--- config.mk ---
export PLATFORM = sky130hd
export DESIGN_NAME = req_dispatch_sched
export DESIGN_NICKNAME = d
export VERILOG_FILES = /design/src/rtl/rds_pkg.sv /design/src/rtl/rq_fifo.sv /design/src/rtl/credit_bank.sv /design/src/rtl/tag_status.sv /design/src/rtl/req_dispatch_sched.sv
export SDC_FILE = /design/constraint.sdc
export NUM_CORES = 1
export LEC_CHECK = 0
export ABC_CLOCK_PERIOD_IN_PS = 5000
export BUFFER_PORTS_ARGS = -buffer_cell sky130_fd_sc_hd__buf_2
export CORE_MARGIN = 3
export CORE_UTILIZATION = 60
export CTS_CLUSTER_SIZE = 30
export DETAILED_ROUTE_END_ITERATION = 7
export PLACE_DENSITY = 0.9
export SLEW_MARGIN = 5
export SYNTH_ARGS = -nofsm -noshare
export SYNTH_HDL_FRONTEND = slang
export SYNTH_HIERARCHICAL = 1
export SYNTH_SLANG_ARGS = --single-unit
--- constraint.sdc ---
create_clock -name clk -period 5 [get_ports clk]
set_input_delay 0.75 -clock clk [delete_from_list [all_inputs] [get_ports clk]]
set_output_delay 0.75 -clock clk [all_outputs]
set_load 0.05 [all_outputs]
--- src/rtl/rds_pkg.sv ---
package rds_pkg;
  typedef enum logic [1:0] {
    KIND_IO_RD = 2'b00,
    KIND_IO_WR = 2'b01,
    KIND_C_WR  = 2'b10,
    KIND_C_RD  = 2'b11
  } kind_t;

  typedef enum logic [2:0] {
    ST_IDLE = 3'd0,
    ST_IO   = 3'd1,
    ST_XFER = 3'd2,
    ST_SEND = 3'd3,
    ST_ACK  = 3'd4
  } state_t;
endpackage

--- src/rtl/rq_fifo.sv ---
module rq_fifo #(
  parameter int W = 8,
  parameter int DEPTH = 4
) (
  input  logic         clk,
  input  logic         rst,
  input  logic         push,
  input  logic [W-1:0] din,
  input  logic         pop,
  output logic [W-1:0] dout,
  output logic         full,
  output logic         empty
);
  localparam int AW = (DEPTH > 1) ? $clog2(DEPTH) : 1;
  localparam int CW = $clog2(DEPTH + 1);

  logic [W-1:0]  mem [DEPTH];
  logic [AW-1:0] wr_ptr, rd_ptr;
  logic [CW-1:0] count;

  assign full  = (count == CW'(DEPTH));
  assign empty = (count == '0);
  assign dout  = mem[rd_ptr];

  always_ff @(posedge clk) begin
    if (push) mem[wr_ptr] <= din;
  end

  always_ff @(posedge clk) begin
    if (rst) begin
      wr_ptr <= '0;
      rd_ptr <= '0;
      count  <= '0;
    end else begin
      if (push) wr_ptr <= (wr_ptr == AW'(DEPTH - 1)) ? '0 : wr_ptr + 1'b1;
      if (pop)  rd_ptr <= (rd_ptr == AW'(DEPTH - 1)) ? '0 : rd_ptr + 1'b1;
      if (push && !pop)      count <= count + 1'b1;
      else if (pop && !push) count <= count - 1'b1;
    end
  end
endmodule

--- src/rtl/credit_bank.sv ---
module credit_bank #(
  parameter int NUM_SP = 4,
  parameter int CREDITS = 2,
  localparam int SP_W = (NUM_SP > 1) ? $clog2(NUM_SP) : 1
) (
  input  logic              clk,
  input  logic              rst,
  input  logic              take,
  input  logic [SP_W-1:0]   take_sp,
  input  logic [NUM_SP-1:0] ret,
  output logic [NUM_SP-1:0] avail
);
  localparam int CW = $clog2(CREDITS + 2);

  for (genvar s = 0; s < NUM_SP; s++) begin : g_sp
    logic [CW-1:0] cnt;
    logic          dec;
    assign dec = take && (take_sp == SP_W'(s));
    always_ff @(posedge clk) begin
      if (rst) cnt <= CW'(CREDITS);
      else if (ret[s] && !dec) cnt <= cnt + 1'b1;
      else if (dec && !ret[s]) cnt <= cnt - 1'b1;
    end
    assign avail[s] = (cnt != '0);
  end
endmodule

--- src/rtl/tag_status.sv ---
module tag_status #(
  parameter int TAG_W = 3,
  localparam int NUM_TAGS = 1 << TAG_W
) (
  input  logic                clk,
  input  logic                rst,
  input  logic                set_valid,
  input  logic [TAG_W-1:0]    set_tag,
  input  logic                clr_valid,
  input  logic [TAG_W-1:0]    clr_tag,
  output logic [NUM_TAGS-1:0] status,
  output logic                irq
);
  logic [NUM_TAGS-1:0] status_n;

  always_comb begin
    status_n = status;
    if (clr_valid) status_n[clr_tag] = 1'b0;
    if (set_valid) status_n[set_tag] = 1'b1;
  end

  always_ff @(posedge clk) begin
    if (rst) begin
      status <= '0;
      irq    <= 1'b0;
    end else begin
      status <= status_n;
      irq    <= |status_n;
    end
  end
endmodule

--- src/rtl/req_dispatch_sched.sv ---
module req_dispatch_sched #(
  parameter int NUM_SP = 4,
  parameter int TAG_W = 3,
  parameter int ADDR_W = 16,
  parameter int CMD_W = 32,
  parameter int FIFO_DEPTH = 4,
  parameter int CREDITS = 2,
  localparam int SP_W = (NUM_SP > 1) ? $clog2(NUM_SP) : 1,
  localparam int NUM_TAGS = 1 << TAG_W
) (
  input  logic                clk,
  input  logic                rst,
  input  logic                req_valid,
  output logic                req_ready,
  input  logic [1:0]          req_kind,
  input  logic [SP_W-1:0]     req_sp,
  input  logic [TAG_W-1:0]    req_tag,
  input  logic [ADDR_W-1:0]   req_addr,
  input  logic [CMD_W-1:0]    req_cmd,
  output logic                io_valid,
  input  logic                io_ready,
  output logic                io_write,
  output logic [ADDR_W-1:0]   io_addr,
  output logic [TAG_W-1:0]    io_tag,
  output logic                dma_start,
  output logic                dma_to_host,
  output logic [ADDR_W-1:0]   dma_addr,
  output logic [TAG_W-1:0]    dma_tag,
  input  logic                dma_done,
  output logic                ring_valid,
  output logic                ring_read,
  output logic [SP_W-1:0]     ring_sp,
  output logic [ADDR_W-1:0]   ring_addr,
  output logic [CMD_W-1:0]    ring_cmd,
  output logic [TAG_W-1:0]    ring_tag,
  input  logic                ring_ack,
  input  logic [NUM_SP-1:0]   credit_ret,
  input  logic                clr_valid,
  input  logic [TAG_W-1:0]    clr_tag,
  output logic [NUM_TAGS-1:0] tag_status,
  output logic                irq
);
  import rds_pkg::*;

  localparam int ENT_W = 2 + SP_W + TAG_W + ADDR_W + CMD_W;

  logic             fifo_full, fifo_empty, fifo_pop;
  logic [ENT_W-1:0] fifo_dout;
  kind_t            h_kind;
  logic [SP_W-1:0]  h_sp;
  logic [TAG_W-1:0] h_tag;
  logic [ADDR_W-1:0] h_addr;
  logic [CMD_W-1:0] h_cmd;

  state_t            state;
  kind_t             cur_kind;
  logic [SP_W-1:0]   cur_sp;
  logic [TAG_W-1:0]  cur_tag;
  logic [ADDR_W-1:0] cur_addr;
  logic [CMD_W-1:0]  cur_cmd;

  logic [NUM_SP-1:0] sp_avail;
  logic              take;
  logic              set_valid;

  assign req_ready = !fifo_full;

  rq_fifo #(.W(ENT_W), .DEPTH(FIFO_DEPTH)) u_fifo (
    .clk   (clk),
    .rst   (rst),
    .push  (req_valid && !fifo_full),
    .din   ({req_kind, req_sp, req_tag, req_addr, req_cmd}),
    .pop   (fifo_pop),
    .dout  (fifo_dout),
    .full  (fifo_full),
    .empty (fifo_empty)
  );

  assign h_kind = kind_t'(fifo_dout[ENT_W-1 -: 2]);
  assign {h_sp, h_tag, h_addr, h_cmd} = fifo_dout[ENT_W-3:0];

  assign fifo_pop  = (state == ST_IDLE) && !fifo_empty;
  assign take      = (state == ST_SEND) && sp_avail[cur_sp];
  assign set_valid = ((state == ST_XFER) && dma_done && (cur_kind == KIND_C_RD)) ||
                     ((state == ST_ACK) && ring_ack && (cur_kind == KIND_C_WR));

  credit_bank #(.NUM_SP(NUM_SP), .CREDITS(CREDITS)) u_credit (
    .clk     (clk),
    .rst     (rst),
    .take    (take),
    .take_sp (cur_sp),
    .ret     (credit_ret),
    .avail   (sp_avail)
  );

  tag_status #(.TAG_W(TAG_W)) u_status (
    .clk       (clk),
    .rst       (rst),
    .set_valid (set_valid),
    .set_tag   (cur_tag),
    .clr_valid (clr_valid),
    .clr_tag   (clr_tag),
    .status    (tag_status),
    .irq       (irq)
  );

  always_ff @(posedge clk) begin
    if (rst) begin
      state      <= ST_IDLE;
      io_valid   <= 1'b0;
      dma_start  <= 1'b0;
      ring_valid <= 1'b0;
      cur_kind   <= KIND_IO_RD;
      cur_sp     <= '0;
      cur_tag    <= '0;
      cur_addr   <= '0;
      cur_cmd    <= '0;
    end else begin
      dma_start  <= 1'b0;
      ring_valid <= 1'b0;
      case (state)
        ST_IDLE: begin
          if (!fifo_empty) begin
            cur_kind <= h_kind;
            cur_sp   <= h_sp;
            cur_tag  <= h_tag;
            cur_addr <= h_addr;
            cur_cmd  <= h_cmd;
            case (h_kind)
              KIND_C_WR: begin
                dma_start <= 1'b1;
                state     <= ST_XFER;
              end
              KIND_C_RD: state <= ST_SEND;
              default: begin
                io_valid <= 1'b1;
                state    <= ST_IO;
              end
            endcase
          end
        end
        ST_IO: begin
          if (io_ready) begin
            io_valid <= 1'b0;
            state    <= ST_IDLE;
          end
        end
        ST_XFER: begin
          if (dma_done) state <= (cur_kind == KIND_C_WR) ? ST_SEND : ST_IDLE;
        end
        ST_SEND: begin
          if (sp_avail[cur_sp]) begin
            ring_valid <= 1'b1;
            state      <= ST_ACK;
          end
        end
        ST_ACK: begin
          if (ring_ack) begin
            if (cur_kind == KIND_C_WR) begin
              state <= ST_IDLE;
            end else begin
              dma_start <= 1'b1;
              state     <= ST_XFER;
            end
          end
        end
        default: state <= ST_IDLE;
      endcase
    end
  end

  assign io_write    = cur_kind[0];
  assign io_addr     = cur_addr;
  assign io_tag      = cur_tag;
  assign dma_to_host = (cur_kind == KIND_C_RD);
  assign dma_addr    = cur_addr;
  assign dma_tag     = cur_tag;
  assign ring_read   = (cur_kind == KIND_C_RD);
  assign ring_sp     = cur_sp;
  assign ring_addr   = cur_addr;
  assign ring_cmd    = cur_cmd;
  assign ring_tag    = cur_tag;
endmodule

== Word-level counts from Yosys, hierarchy flattened ==
Memory sizes are Yosys's and may differ from the RTL's. A register that Yosys moved wholly into a read port is not among the register bits.
Index checks and enable logic that the tools add are counted.

* Reduce and logical (&&, ||, !) cells: 55
* Order comparisons: 5
* Bitwise logic cells: 5
* Mux-type cells: 43
* Add/subtract/negate cells: 12
* Equal/unequal tests: 20

{| class="wikitable"
|+ Operators with widths
! kind !! number
|-
| 2-bit 2-to-1 mux || 14
|-
| 1-bit logical AND || 23
|-
| 3-bit 2-to-1 mux || 7
|-
| 2-bit nonzero test || 10
|-
| 2-bit == test (second input constant) || 8
|-
| 8-bit 2-to-1 mux || 2
|-
| 3-bit one-hot mux with 5 select lines || 1
|-
| 1-bit 2-to-1 mux || 13
|-
| 2-bit by 1-bit adder with 2-bit output (second input constant) || 6
|-
| 1-bit logical NOT || 12
|-
| 2-bit inequality test (second input constant) || 5
|-
| 8-bit AND || 1
|-
| 3-bit by 4-bit < comparator with 1-bit output (second input constant) || 2
|-
| 8-bit NOT || 1
|-
| 8-bit OR || 1
|-
| 8-bit OR reduction || 1
|-
| 2-bit by 1-bit subtractor with 2-bit output (second input constant) || 4
|-
| 1-bit demux with 3-bit select || 2
|-
| 3-bit by 2-bit == test with 1-bit output (second input constant) || 2
|-
| 3-bit == test (second input constant) || 2
|-
| 3-bit by 1-bit greater-or-equal comparator with 1-bit output (second input constant) || 2
|-
| 3-bit logical NOT || 2
|-
| 5-bit AND reduction || 1
|-
| 1-bit one-hot mux with 2 select lines || 2
|-
| 14 further kinds || 16
|}

* Output and inout bits: 107
* Flip-flop bits (word level): 85
* Input port bits: 69
* Memory bits (writable): 220
* Memories: 1
* Word-level logic and storage cells: 159

{| class="wikitable"
|+ Memories
! memory !! words !! bits a word !! rd ports !! clocked after memory_dff !! write ports !! RTL line !! RTL
|-
| u_fifo.mem || 4 || 55 || 1 || 1 || 1 || rq_fifo.sv:17 || <nowiki>logic [W-1:0] mem [DEPTH];</nowiki>
|}

== Depth between registers and ports, before layout ==
* Word-level depth: 10
* Gate-level depth with buffers: 11
* Gate-level depth less buffers: 10

== By module ==
The synthesis kept the hierarchy.

{| class="wikitable"
|+ By module, submodules not included
! module !! seq. area each (µm²) !! area each (µm²) !! instances !! cells an instance
|-
| rq_fifo || 6786.5 || 8445.6 || 1 || 331
|-
| req_dispatch_sched || 1221.2 || 2611.3 || 1 || 326
|-
| tag_status || 180.2 || 479.2 || 1 || 55
|-
| credit_bank || 160.2 || 424.2 || 1 || 44
|}

== Worst setup path before layout ==
OpenSTA, ideal clock, no wires.

* Kind: input to register
* Start: input req_valid
* End: memory u_fifo/mem[0][0] (netlist name) (enable)
* Library setup time: 0.418 ns
* Stages on the path: 2
* Arrival: 2.460 ns
* Path buffers: 0
* Path slack: 2.122 ns
* Required time: 4.582 ns
* Path through: nor2b_1 and2_1

* Cells in the longest elaborated chain, start to end: 3

{| class="wikitable"
|+ RTL lines
! item !! RTL line !! RTL
|-
| from (decl) || req_dispatch_sched.sv:13 || <nowiki>input logic req_valid,</nowiki>
|-
| 1-bit logical AND || req_dispatch_sched.sv:71 || <nowiki>.push (req_valid && !fifo_full),</nowiki>
|-
| 1-bit 2-to-1 mux || rq_fifo.sv:26 || <nowiki>if (push) mem[wr_ptr] <= din;</nowiki>
|-
| 1-bit 2-to-1 mux (implied by the code) || rq_fifo.sv:26 ||
|-
| to (decl) || rq_fifo.sv:17 ||
|}

No other way between the ends.

== Worst setup path after layout ==
* Start: register u_fifo.count[0]
* End: register u_fifo.count[2]

* Cells in the longest elaborated chain, start to end: 6
* Elaborated cells on any way between the ends: 15
* Those cells by class: add/sub: 2; eq/ne: 1; mux: 2; reduce/logical: 10

{| class="wikitable"
|+ RTL lines
! item !! RTL line !! RTL
|-
| from (decl) || rq_fifo.sv:19 || <nowiki>logic [CW-1:0] count;</nowiki>
|-
| from (signal assigned) || rq_fifo.sv:37 || <nowiki>if (push && !pop) count <= count + 1'b1;</nowiki>
|-
| from (signal assigned) || rq_fifo.sv:38 || <nowiki>else if (pop && !push) count <= count - 1'b1;</nowiki>
|-
| 3-bit logical NOT (*) || rq_fifo.sv:22 || <nowiki>assign empty = (count == '0);</nowiki>
|-
| net fifo_empty || req_dispatch_sched.sv:47 || <nowiki>logic fifo_full, fifo_empty, fifo_pop;</nowiki>
|-
| 1-bit logical NOT (*) || - ||
|-
| 1-bit logical AND (*) || req_dispatch_sched.sv:82 || <nowiki>assign fifo_pop = (state == ST_IDLE) && !fifo_empty;</nowiki>
|-
| 1-bit logical NOT || rq_fifo.sv:37 ||
|-
| 1-bit logical AND || rq_fifo.sv:37 ||
|-
| 3-bit 2-to-1 mux / 2-bit nonzero test (equally long branches) || - ||
|}

Mark *: on every way through the listed nets, which the timed path passes. The rest lies on a longest branch. The select of a mux whose other input is x is not followed.
A chain may end at the register's enable or synchronous reset.

==> results.yml <==
place:
  placedCellCount: 1126
  gp_congestion: 0.791
  port_buffers: 175
  dp_hpwl_microns: 13300
sta:
  hold_viol: 0
  grt_setup_unrepaired: "no"
  clock_skew_ps: 11.7
  setup_tns_ps: 0
  setup_viol: 0
  finalCritPeriodShare_pct: 57.3
  tightestPinTransition_ps: 956
  timing.hold.ws_ps: 432
  min_period_ps: 2870
  slew_violations: 0
  max_freq_mhz: 349
  relSlewSlack_pct: 36.2
power_and_ir_drop:
  seq_power_share_pct: 41.2
  powerDensity_nw_per_um2: 610
  pwr-share-comb_pct: 34.3
  p_clk_share_pct: 24.5
  internal_power_uw: 5150
  power.switching_uw: 3100
  total_leakage_power_uw: 0.00494
  ir_drop_uv: 435
  switching_share_pct: 37.6
cells_and_area:
  mostFrequentLayoutCell: "edfxtp_1"
  final_cell_mix: "edfxtp_1 (220), buf_2 (174), nand2_1 (118)"
  final_layout_size_suffix_gt1_share_pct: 30.7
  fin_nets: 972
  instances_no_fill: 1183
  syn2layout_area_growth_pct: 13.1
floorplanning:
  start_util_pct: 61.3
  rows: 51
  dieArea_sq_um: 21700
  fp.dieW_microns: 147
  pin_count: 176
  die_y_microns: 147
  coreArea_sq_um: 19500
global_routing:
  grt_pass1_vias: 6621
  grt_pass1_wl_microns: 34900
  grt_usage_pct: 20.3
  grt_max_degree: 86
  overflow: 0
  antenna_found_initial: 6
logic_synthesis:
  synth_warnings: 6
  netlist.area_leader.share_pct: 55.2
  synth_top_area_cell: "edfxtp_1"
  yosysSeqAreaShare_pct: 69.8
  synth_flop_cell: "edfxtp_1"
  synth_area_leaders: "edfxtp_1 (55%), dfxtp_1 (15%), mux4_2 (9.6%)"
  synth.distinct_cells: 55
  ys_ff_latch: 307
  syn-num-nets: 836
  syn-instance-count: 756
  synth_edf_count: 220
  syn_area_per_cell_sq_um: 15.8
  synthesis.area_sq_um: 12000
  synthArstFlopShare_pct: 0
cts:
  cts_sinks: 307
  cts_setup_buffers: 0
  cts_hold_buf: 0
  ctsHtreeMaxLevel: 1
  numCtsBuffers: 29
  clk_pin_slew_ps: 60
  clock_tree.buffer_depth: 3
  cts_root_buf: "clkbuf_16"
  insertion_delay_ps: 540
  post_cts_resize_count: 0
  cts_tree: "yes"
worst_hold_path:
  hold_class: "in -> reg"
  min-delay-start: "req_addr[15]"
drt:
  drc: 0
  drt-total-wl_microns: 22300
  vias_per_cell: 5.60
  wl_per_cell_microns: 18.9
  drt_iter0_drc: 426
  drt-pass1-iter-count: 5
  final_antenna_net_count: 0
  vias: 6626
critical_path:
  cp.required_ps: 5450
  arrival_ps: 3320
  r2r_start: "u_fifo/count[0]$_SDFFE_PP0P_"
  crit_start: "u_fifo/count[0]$_SDFFE_PP0P_"
  worstSetupPathType: "reg -> reg"
  cp_max_fo: 56
  endpoint_kind: "register"
  worstSetupStartpointType: "register"
flow_run:
  drv_cap: 0
run_status:
  status: "finished clean"
[cell families (layout without fill, tap and decap cells)]
family,after synthesis,count (layout),share of synthesized area (%)
compound gates,92,92,4.48
xor+xnor,10,10,0.732
fa+ha+maj,11,11,1.21
buf+inv,83,242,5.09
flops,307,307,69.8
mux,65,65,11.5
other cells,0,3,0
simple gates,188,188,7.18
[routing by layer]
layer | wire length [microns] | up-vias | global-route usage (%)
met5 | 34 | - | 0
met4 | 465 | 6 | 6.43
met3 | 1490 | 40 | 4.10
met2 | 11200 | 221 | 34.5
met1 | 9070 | 3288 | 26.8
li1 | - | 3071 | -
[stage by stage]
| stage | worst slack [ps] | utilization, % | power [uW] | cell area (sq um) |
|---|---|---|---|---|
| after detailed placement | 2030 | 64.7 | 6300 | 12600 |
| after CTS | 2160 | 69.2 | 8330 | 13500 |
| after global placement | 2120 | 64.7 | 6220 | 12600 |
| final | 2130 | 69.3 | 8250 | 13500 |
| after global routing | 1960 | 69.3 | 8620 | 13500 |
| after floorplan | 2120 | - | 5930 | 12000 |
[path summary, 6_finish.rpt]
path                            cells after the start                           end  slack (ps)
worst max-delay path                               10  u_fifo/count[2]$_SDFFE_PP0P_        2130
worst min-delay path                                1   u_fifo/mem[2][47]$_DFFE_PP_         430
worst max register to register                     10  u_fifo/count[2]$_SDFFE_PP0P_        2130
worst min register to register                      2     ring_cmd[31]$_SDFFE_PP0P_         450
[flip-flops by register name (all words and copies together), names as in the netlist, named ones only]
name,count
u_credit/g_sp.cnt,8
ring_sp,2
dma_addr,16
cur_kind,2
dma_start,1
io_valid,1
ring_valid,1
u_status/status,8
u_fifo/count,3
dma_tag,3
u_fifo/wr_ptr,2
u_status/irq,1
u_fifo/rd_ptr,2
state,3
u_fifo/mem,220
ring_cmd,32
[worst max-delay path, cell delays in order (launching register included)]
cell and delay (ps):
dfxtp_1 360, nor3_1 320, or4_4 650, inv_2 80, inv_1 100, ha_1 190
inv_1 70, fa_1 380, xor2_1 170, or3_1 320, a21oi_1 140
[Yosys cell counts, drive strengths merged (2+ instances only)]
cell    number
ha          10
nand3b       2
o31ai        2
a32oi        3
nor2        21
or4          2
dfxtp       87
nor3         6
and2         6
inv          9
mux2i        7
o21ai        9
nand2b       3
a21oi       67
nand2      118
mux2         2
clkbuf       7
nor2b        5
or2          4
a311oi       2
or3          2
or3b         5
mux4        56
buf         67
edfxtp     220
nor3b        3
xor2        10
nand3        5
[power groups by stage]
stage          sequential (uW)  combinational, uW  clock (uW)
3_5_place_dp              3460               2850           0
2_1_floorplan             3950               1980           0
3_3_place_gp              3430               2790           0
5_1_grt                   3450               3000        2160
6_report                  3400               2830        2020
4_1_cts                   3410               2860        2060
[layout make-up]
class / instances / area [sq um]
Multi-Input combinational cell: 366 / 3010
Antenna cell: 3 / 7.51
Tap cell: 265 / 332
Fill cell: 1273 / 6000
Timing Repair Buffer: 179 / 908
Clock buffer: 47 / 813
Inverter: 9 / 33.8
Sequential cell: 307 / 8350
Clock inverter: 7 / 65.1
Power figures use the tool's default switching activity.
